==> src/rtl/ring_seeded_pkg.sv <==
package ring_seeded_pkg;

  // Strobes from the control to the datapath: at most one is set per cycle.
  typedef struct packed {
    logic doClear;
    logic doPreset;
    logic doRotate;
  } ringStrobe_t;

  localparam int unsigned MinStages = 2;

endpackage

==> src/rtl/ring_seeded_ctrl.sv <==
module ring_seeded_ctrl
  import ring_seeded_pkg::*;
(
  input  logic        clearReq,
  input  logic        presetReq,
  input  logic        runEn,
  output ringStrobe_t strobe
);

  // Fixed priority: clear, then preset, then rotation.
  always_comb begin
    strobe          = '0;
    strobe.doClear  = clearReq;
    strobe.doPreset = presetReq & ~clearReq;
    strobe.doRotate = runEn & ~clearReq & ~presetReq;
  end

endmodule

==> src/rtl/ring_seeded_path.sv <==
module ring_seeded_path
  import ring_seeded_pkg::*;
#(
  parameter int unsigned STAGES = 4
) (
  input  logic              clk,
  input  logic              rstN,
  input  ringStrobe_t       strobe,
  output logic [STAGES-1:0] stageQ
);

  logic [STAGES-1:0] stageD;

  for (genvar s = 0; s < STAGES; s++) begin : g_stage
    localparam int unsigned Prev = (s == 0) ? STAGES - 1 : s - 1;
    localparam logic        IsFirst = (s == 0);

    always_comb begin
      if (strobe.doClear)
        stageD[s] = 1'b0;
      else if (strobe.doPreset)
        stageD[s] = IsFirst ? 1'b1 : stageQ[s];
      else if (strobe.doRotate)
        stageD[s] = stageQ[Prev];
      else
        stageD[s] = stageQ[s];
    end

    always_ff @(posedge clk or negedge rstN) begin
      if (!rstN) stageQ[s] <= 1'b0;
      else       stageQ[s] <= stageD[s];
    end
  end

endmodule

==> src/rtl/ring_seeded_mon.sv <==
module ring_seeded_mon #(
  parameter int unsigned STAGES = 4
) (
  input  logic [STAGES-1:0] stageQ,
  input  logic [STAGES-1:0] targetPat,
  output logic              deadFlag,
  output logic              matchHit
);

  logic allZero;
  logic allOne;

  always_comb begin
    allZero  = ~|stageQ;
    allOne   = &stageQ;
    deadFlag = allZero | allOne;
    matchHit = (stageQ == targetPat);
  end

endmodule

==> src/rtl/ring_seeded.sv <==
module ring_seeded
  import ring_seeded_pkg::*;
#(
  parameter int unsigned STAGES = 4
) (
  input  logic              clk,
  input  logic              rstN,
  input  logic              clearReq,
  input  logic              presetReq,
  input  logic              runEn,
  input  logic [STAGES-1:0] targetPat,
  output logic [STAGES-1:0] ringState,
  output logic              deadFlag,
  output logic              matchHit
);

  if (STAGES < MinStages) begin : g_bad_size
    $error("ring_seeded needs at least two stages");
  end

  ringStrobe_t strobe;

  ring_seeded_ctrl i_ctrl (
    .clearReq (clearReq),
    .presetReq(presetReq),
    .runEn    (runEn),
    .strobe   (strobe)
  );

  ring_seeded_path #(.STAGES(STAGES)) i_path (
    .clk   (clk),
    .rstN  (rstN),
    .strobe(strobe),
    .stageQ(ringState)
  );

  ring_seeded_mon #(.STAGES(STAGES)) i_mon (
    .stageQ   (ringState),
    .targetPat(targetPat),
    .deadFlag (deadFlag),
    .matchHit (matchHit)
  );

endmodule

==> config.mk <==
export PLATFORM = sky130hd
export DESIGN_NAME = ring_seeded
export DESIGN_NICKNAME = d
export VERILOG_FILES = /design/src/rtl/ring_seeded_pkg.sv /design/src/rtl/ring_seeded_ctrl.sv /design/src/rtl/ring_seeded_path.sv /design/src/rtl/ring_seeded_mon.sv /design/src/rtl/ring_seeded.sv
export SDC_FILE = /design/constraint.sdc
export NUM_CORES = 1
export LEC_CHECK = 0
export BUFFER_PORTS_ARGS = -buffer_cell sky130_fd_sc_hd__clkbuf_2
export CAP_MARGIN = 5
export CORE_AREA = 2 2 39 41
export CTS_CLUSTER_DIAMETER = 30
export CTS_CLUSTER_SIZE = 12
export DETAILED_ROUTE_END_ITERATION = 8
export DIE_AREA = 0 0 41 43
export PLACE_DENSITY = 0.42
export SYNTH_ARGS = -nofsm -noshare
export SYNTH_HDL_FRONTEND = slang
export SYNTH_HIERARCHICAL = 1
export SYNTH_SLANG_ARGS = --single-unit
export TNS_END_PERCENT = 10
==> constraint.sdc <==
create_clock -name clk -period 3.1 [get_ports clk]
set_input_delay 0.31 -clock clk [delete_from_list [all_inputs] [get_ports clk]]
set_output_delay 0.31 -clock clk [all_outputs]
set_load 0.005 [all_outputs]
# Word-level counts from Yosys, hierarchy flattened

Cells that the tools add are included.

Equal/unequal tests: 2
Multiplexer cells: 12
Bitwise gates (word level): 6
Reduce and logical (&&, ||, !) cells: 6

Operators by type and width:

| cell                 | count |
|---|---|
| $mux W1              | 12 |
| $eq A4 B4 Y1         | 1 |
| $reduce_and A4 Y1    | 1 |
| $reduce_or A4 Y1     | 1 |
| $and A1 B1 Y1        | 3 |
| $reduce_bool A3 Y1   | 1 |
| $ne A2 B2 Y1 const B | 1 |
| $not A1 Y1           | 2 |
| $reduce_and A2 Y1    | 1 |
| $reduce_bool A2 Y1   | 1 |
| $logic_not A1 Y1     | 1 |
| $or A1 B1 Y1         | 1 |

Flip-flop bits (word level): 4
Input port bits: 9
Output and inout bits: 6
Word-level logic and storage cells: 30

# Longest topological paths before layout

Gate-level depths: netlist of run 1.

Word-level depth: 6
Gate-level depth with buffers: 4
Gate-level depth less buffers: 4

# Modules after synthesis

Netlist of run 1, hierarchy kept.

Modules (own cells, without submodules):

| module           | instances | cells an instance | area each (um2) | sequential area each (um2) |
|---|---|---|---|---|
| ring_seeded_path | 1         | 14                | 172.7           | 100.1 |
| ring_seeded_mon  | 1         | 8                 | 58.8            | 0.0 |
| ring_seeded_ctrl | 1         | 3                 | 26.3            | 0.0 |

# Least setup slack after synthesis of run 1

OpenSTA, ideal clock, no wires.

Kind: reg-to-output
Start: register i_path.stageQ[0]
End: output deadFlag
Arrival time: 1.012 ns
Required time: 2.790 ns
Slack: 1.778 ns
Stages on the path, launching flop included: 3
Buffers on the path: 0
Path through: dfrtp_1 or4_1 nand2_1

Word-level cells in the longest chain between the ends: 3
Elaborated cells between the ends (all ways): 4
Those cells by class: bitwise (1); reduce/logical (3)

RTL lines:

| what                            | RTL line               | RTL |
|---|---|---|
| start, declared                 | ring_seeded_path.sv:9  | `output logic [STAGES-1:0] stageQ` |
| start signal, assigned by index | ring_seeded_path.sv:31 | `else stageQ[s] <= stageD[s];` |
| $reduce_or A4 Y1                | ring_seeded_mon.sv:14  | `allZero = ~\|stageQ;` |
| $logic_not A1 Y1                | ring_seeded_mon.sv:14  |  |
| $or A1 B1 Y1 (*)                | ring_seeded_mon.sv:16  | `deadFlag = allZero \| allOne;` |
| end, declared                   | ring_seeded.sv:13      | `output logic deadFlag,` |

Mark *: on every way between the ends. The rest lies on a longest branch, timed or not.

# Worst setup path in the final report of run 1

Ends and elaborated chain as after synthesis.

==> flow_summary.toml, run 1 <==
[logic_synthesis]
synth_cells = 25
synth-seq-cells = 4
synth_fp_nets = 34
synth-seq-area-share = 0.388
yosysWarnings = 6
synth.cell_area_um2 = 258
avgSynthCellArea_um2 = 10.3
ys_types = 13

[clocking]
cts_buffer_depth = 2
clkSlewWorstSetupHoldPaths_ns = 0.04
cts_tree = "yes"
htreeDepth = 1
cts_buffers = 3
clock_latency_ns = 0.23
ctsResizeCount = 0
clockRootBuffer = "clkbuf_4"
cts.sinks = 4

[worst_setup_path]
crit_type = "reg2out"
r2r_cells = 3
rrSetupSlack_ns = 2.12
setup.worst_path.start_class = "flop"
cp-end-kind = "output pin"
rr_endpoint = "i_path/stageQ[0]"
worst_ep_required_time_ns = 2.79
crit_arrival_ns = 1.38
path_max_fanout = 6
r2r-start = "i_path/stageQ[0]"

[floorplanning]
die_w_um = 41
die-area_um2 = 1760
core_um2 = 1380
std_cell_rows = 14
die_h_um = 43
start_util = 0.186
io_pins = 15

[hold_path]
hp-class = "in2reg"
worstHoldEndpoint = "i_path/stageQ[1]"
hp-start = "clearReq"
whs_path_depth = 2

[global_route]
grt-ovfl-total = 0
antenna_found_initial = 0
grtUsageTotal = 0.0926
busiest_layer = "met2"
use_met2 = 0.134
grt_util_met1 = 0.101
use_met3 = 0.0314
grt_pass1_vias = 270
grt_max_degree = 7
grt_pass1_wl_um = 1040

[timing]
min_period_over_period = 0.544
achievable-frequency_ghz = 0.593
slew_headroom = 0.797
fin_setup_tns_ns = 0
finalCriticalPeriod_ns = 1.69
rsz0062_at_grt = "false"
report.final.hold_viol_count = 0
clock_skew_ns = 0.000135
finalMaxSlewViolations = 0
setup-violations-final = 0
worst_slew_pin_slew_ns = 0.303
fin_ws_ns = 1.41

[pwr]
internal_power_uw = 109
p_switching_uw = 30.6
irDropWorstVdd_mv = 0.135
p_leak_uw = 0.000215
clkPwrFrac = 0.454
power.density_nw_per_um2 = 373
power_frac_comb = 0.147
switching_share = 0.220
total_power_uw = 139
seqPwrFrac = 0.398

[run_status]
outcome = "complete, no violations"

[drt]
drt_iter0_drc = 2
drc = 0
wire_per_inst_um = 9.88
drt-total-wl_um = 573
dr.pass1.iters = 3
detail_route.vias_per_cell = 4.09
final_antenna_net_count = 0
vias = 237

[placed_design]
placed_area_um2 = 340
place.gp.congestion = 0.593
port-buffer-count = 14
dp_slack_ns = 1.66

[cells_and_area]
utilization = 0.269
largest_reg_flops = 4
diodes = 0
fin_nets = 53
drive_gt1_frac = 0.452
syn2layout_area_growth_pct = 44.7
top_register = "i_path/stageQ"
fin_area_um2 = 373
top_regs = "i_path/stageQ (4)"

[run]
maxCapViolCount = 0
## metrics by stage
| stage | std cells | hold WS (ns) |
|---|---|---|
| finish | 58 | 0.333 |
| global route | 58 | 0.353 |
| CTS | 58 | 0.326 |
| detailed placement | 54 | 0.123 |
| global placement | 54 | 0.122 |
| floorplan | 25 | 0.0144 |
## routing by layer
metal	share of wire	vias to the layer above
met5	0	-
met3	0.096	0
met2	0.45	12
li1	-	122
met1	0.46	103
met4	0	0
## cell usage after synthesis
cell type	n	area share
nor3b_2	1	0.049
nand4_1	1	0.024
nand2b_4	1	0.053
xor2_1	4	0.14
mux2i_1	3	0.12
dfrtp_1	4	0.39
or4_1	1	0.029
nor2_1	4	0.058
nor4_1	1	0.024
a211oi_1	1	0.029
nor2b_1	2	0.049
buf_4	1	0.029
nand2_1	1	0.015
## power groups by stage
| stage | Combinational, µW | Clock [µW] | Sequential, µW |
|---|---|---|---|
| after global routing | 23.5 | 72.6 | 55.5 |
| after floorplan | 10.7 | 0 | 55.7 |
| after global placement | 20.1 | 0 | 56.0 |
| after detailed placement | 20.0 | 0 | 56.0 |
| after CTS | 21.0 | 67.6 | 55.3 |
| final | 20.5 | 63.2 | 55.4 |
## worst max-delay path by stage
stage | start | end | slack, ns | cells after the start
after global placement | i_path/stageQ[0] | deadFlag | 1.66 | 3
after detailed placement | i_path/stageQ[0] | deadFlag | 1.66 | 3
after floorplan | i_path/stageQ[0] | deadFlag | 1.78 | 2
final | i_path/stageQ[0] | deadFlag | 1.41 | 3
after global routing | i_path/stageQ[0] | deadFlag | 1.36 | 3
after CTS | i_path/stageQ[0] | deadFlag | 1.40 | 3
## kinds of logic after synthesis
| family | Yosys count | share of synthesized area |
|---|---|---|
| muxes | 3 | 0.117 |
| AOI/OAI and AO/OA | 1 | 0.0291 |
| and+or+nand+nor | 12 | 0.301 |
| DFF | 4 | 0.388 |
| buffers and inverters | 1 | 0.0291 |
| xor gates and xnor gates | 4 | 0.136 |
## what timing repair did
action / 4_1_cts / 5_1_grt
setup buffers: 0 / 0
hold buffers: 1 / 0
hold endpoints to repair: 4 / 0
## critical path: stages, from the launching register on
cell,delay (ns)
dfrtp_1,0.44
or4_1,0.53
nand2_1,0.08
clkbuf_2,0.10
## placed cells by master, fill, tap and decap left out
cell type and n:
nor4_1 1, a211oi_1 1, clkbuf_2 14, dfrtp_1 4
nand2b_4 1, mux2i_1 3, or4_1 1, nor3b_2 1
nand4_1 1, nor2b_1 2, nor2_1 4, nand2_1 1
xor2_1 4, dlygate4sd3_1 1, clkbuf_4 3
## cell type report
cell class | count | area (µm²)
clock buffers | 3 | 22.5
fillers | 155 | 1010
multi-input cells | 20 | 150
flip-flops and latches | 4 | 100
well taps | 16 | 20.0
repair buffers | 15 | 80.1
Power figures use the tool's default switching activity.
==> run 2: changes to the inputs <==
--- a/config.mk
+++ b/config.mk
@@ -5,6 +5,7 @@
 export SDC_FILE = /design/constraint.sdc
 export NUM_CORES = 1
 export LEC_CHECK = 0
+export ABC_AREA = 1
 export BUFFER_PORTS_ARGS = -buffer_cell sky130_fd_sc_hd__clkbuf_2
 export CAP_MARGIN = 5
 export CORE_AREA = 2 2 39 41
@@ -12,7 +13,7 @@
 export CTS_CLUSTER_SIZE = 12
 export DETAILED_ROUTE_END_ITERATION = 8
 export DIE_AREA = 0 0 41 43
-export PLACE_DENSITY = 0.42
+export PLACE_DENSITY = 0.48
 export SYNTH_ARGS = -nofsm -noshare
 export SYNTH_HDL_FRONTEND = slang
 export SYNTH_HIERARCHICAL = 1
==> constraint.sdc (replaced) <==
create_clock -name clk -period 1.4 [get_ports clk]
set_input_delay 0.14 -clock clk [delete_from_list [all_inputs] [get_ports clk]]
set_output_delay 0.14 -clock clk [all_outputs]
set_load 0.005 [all_outputs]
==> run 2 against run 1 <==
- final area up 15%
- worst setup slack worse by 1.3 ns
- sequential power is 130% higher
- non-clock buffer count unchanged
- critical path depth increased by 3
- register-to-register slack worse by 1.5 ns
- clock skew increased by 0.00060 ns
- cell count increased by 48%
- combinational power rose to 3.1 times the previous value
- hold slack lost 0.082 ns
- utilization rose by 4.1 points
==> flow_summary.toml, run 2 <==
[cells_and_area]
largest_reg_flops = 4
syn2layout_area_growth_pct = 36.7
final_cell_mix = "nand2_1 (21), clkbuf_2 (14), inv_1 (8)"
diodes = 0
top_register = "i_path/stageQ"
drive_gt1_frac = 0.314
top_regs = "i_path/stageQ (4)"
fill_cells = 162
fin_nets = 81
seqCellArea_um2 = 100
multi_input_area_um2 = 165
final_common_cell = "nand2_1"

[timing]
finalMaxSlewViolations = 0
fin_ws_ns = 0.139
setup-violations-final = 0
rsz0062_at_grt = "false"
achievable-frequency_ghz = 0.793
holdWs_ns = 0.251
slew_headroom = 0.834
fin_setup_tns_ns = 0
min_period_over_period = 0.901
worst_slew_pin_slew_ns = 0.248
clock_skew_ns = 0.000740
report.final.hold_viol_count = 0
finalCriticalPeriod_ns = 1.26

[floorplanning]
start_util = 0.227
die_h_um = 43
io_pins = 15
core_um2 = 1380
std_cell_rows = 14
die-area_um2 = 1760
die_w_um = 41

[hold_path]
hp-class = "in2async"

[logic_synthesis]
synth_top_area_frac = 0.319
synth-edff-count = 0
synth-seq-area-share = 0.319
avgSynthCellArea_um2 = 5.93
synth_cells = 53
synth.most_common_cell = "nand2_1"
yosysWarnings = 6
synth_commonest_cells = "nand2_1 (21), inv_1 (8), nand3_1 (7)"
synthArstFlopShare = 1.00
ys_types = 10
synthTopCellsByArea = "dfrtp_1 (32%), nand2_1 (25%), nand3_1 (11%)"
yosysTopAreaCell = "dfrtp_1"
synth_fp_nets = 62
synth_flop_cell = "dfrtp_1"
synth-seq-cells = 4
synth.cell_area_um2 = 314

[worst_setup_path]
rrSetupSlack_ns = 0.60
r2r-start = "i_path/stageQ[3]"
worst_ep_required_time_ns = 1.26
setup.worst_path.start_class = "flop"
path_max_fanout = 6
crit_start = "i_path/stageQ[1]"
cp-end-kind = "output pin"
crit_arrival_ns = 1.12
crit_type = "reg2out"

[drt]
detail_route.vias_per_cell = 4.07
drt-total-wl_um = 735
drc = 0
final_antenna_net_count = 0
wire_per_inst_um = 8.55
dr.pass1.iters = 3
vias = 350
drt_iter0_drc = 5

[clocking]
clkSlewWorstSetupHoldPaths_ns = 0.04
cts.sinks = 4
clockRootBuffer = "clkbuf_4"
ctsResizeCount = 0
clock_latency_ns = 0.23
cts_tree = "yes"
postCtsSetupBuffers = 0
cts_buffers = 3
cts_buffer_depth = 2
htreeDepth = 1

[global_route]
grt_pass1_wl_um = 1100
grt-ovfl-total = 0
grt_pass1_vias = 309
antenna_found_initial = 0
grtUsageTotal = 0.0955
grt_max_degree = 9

[pwr]
power.density_nw_per_um2 = 770
irDropWorstVdd_mv = 0.219
p_leak_uw = 0.000265

[placed_design]
hpwl_um = 574
port-buffer-count = 14
dp_slack_ns = 0.375
place.gp.congestion = 0.637

[run]
maxCapViolCount = 0

[run_status]
outcome = "complete, no violations"
[run 2: worst max-delay path, stage by stage, from the launching register on]
cell,delay [ns]
dfrtp_1,0.43
inv_1,0.11
nand2_1,0.05
nand2_1,0.05
nand2_1,0.05
nor2_1,0.09
clkbuf_2,0.11
[run 2: logic make-up (layout without fill, tap and decap cells)]
| kind of cell | count (synthesis) | in the layout | share of synthesized area |
|---|---|---|---|
| buf+inv | 12 | 29 | 0.155 |
| simple gates | 35 | 35 | 0.470 |
| xor+xnor | 2 | 2 | 0.0558 |
| flops | 4 | 4 | 0.319 |
[run 2: metal layers]
| metal | wire [µm] | global-route usage | up-vias |
|---|---|---|---|
| met5 | 0 | 0 | - |
| met4 | 0 | 0.100 | 0 |
| met3 | 37 | 0.0157 | 0 |
| met2 | 353 | 0.141 | 10 |
| met1 | 343 | 0.103 | 150 |
| li1 | - | - | 190 |
[run 2: final timing paths]
path,endpoint,depth (start not counted)
max in group asynchronous,i_path/stageQ[2],2
hold / removal,i_path/stageQ[0],2
setup / recovery,matchHit,6
hold reg to reg,i_path/stageQ[0],2
setup reg to reg,i_path/stageQ[0],4
min in group clk,i_path/stageQ[3],4
[run 2: final cells by class]
cell class	instances	share of cell area
Multi-Input combinational cell	37	0.385
Sequential cell	4	0.233
Timing Repair Buffer	15	0.187
Inverter	11	0.0962
Clock buffer	3	0.0525
Tap cell	16	0.0466
[run 2: metrics by stage]
step / power, µW / std cells / util / instance area (µm²)
2_1_floorplan: 162 / 53 / - / 314
3_3_place_gp: 189 / 82 / 0.287 / 397
3_5_place_dp: 189 / 82 / 0.287 / 397
4_1_cts: 343 / 86 / 0.310 / 429
5_1_grt: 358 / 86 / 0.310 / 429
6_report: 330 / 86 / 0.310 / 429
[run 2: timing repair]
item / in CTS / in global routing
endpoints found under the setup margin: 0 / 0
hold buffers: 1 / 0
hold endpoints to repair: 4 / 0
[run 2: report_power, final]
| group | switching [µW] | leakage [µW] | total, µW | internal [µW] |
|---|---|---|---|---|
| clock network | 45.9 | 0.0000138 | 142 | 95.8 |
| logic | 33.8 | 0.000196 | 62.7 | 28.9 |
| registers | 6.16 | 0.0000550 | 126 | 120 |
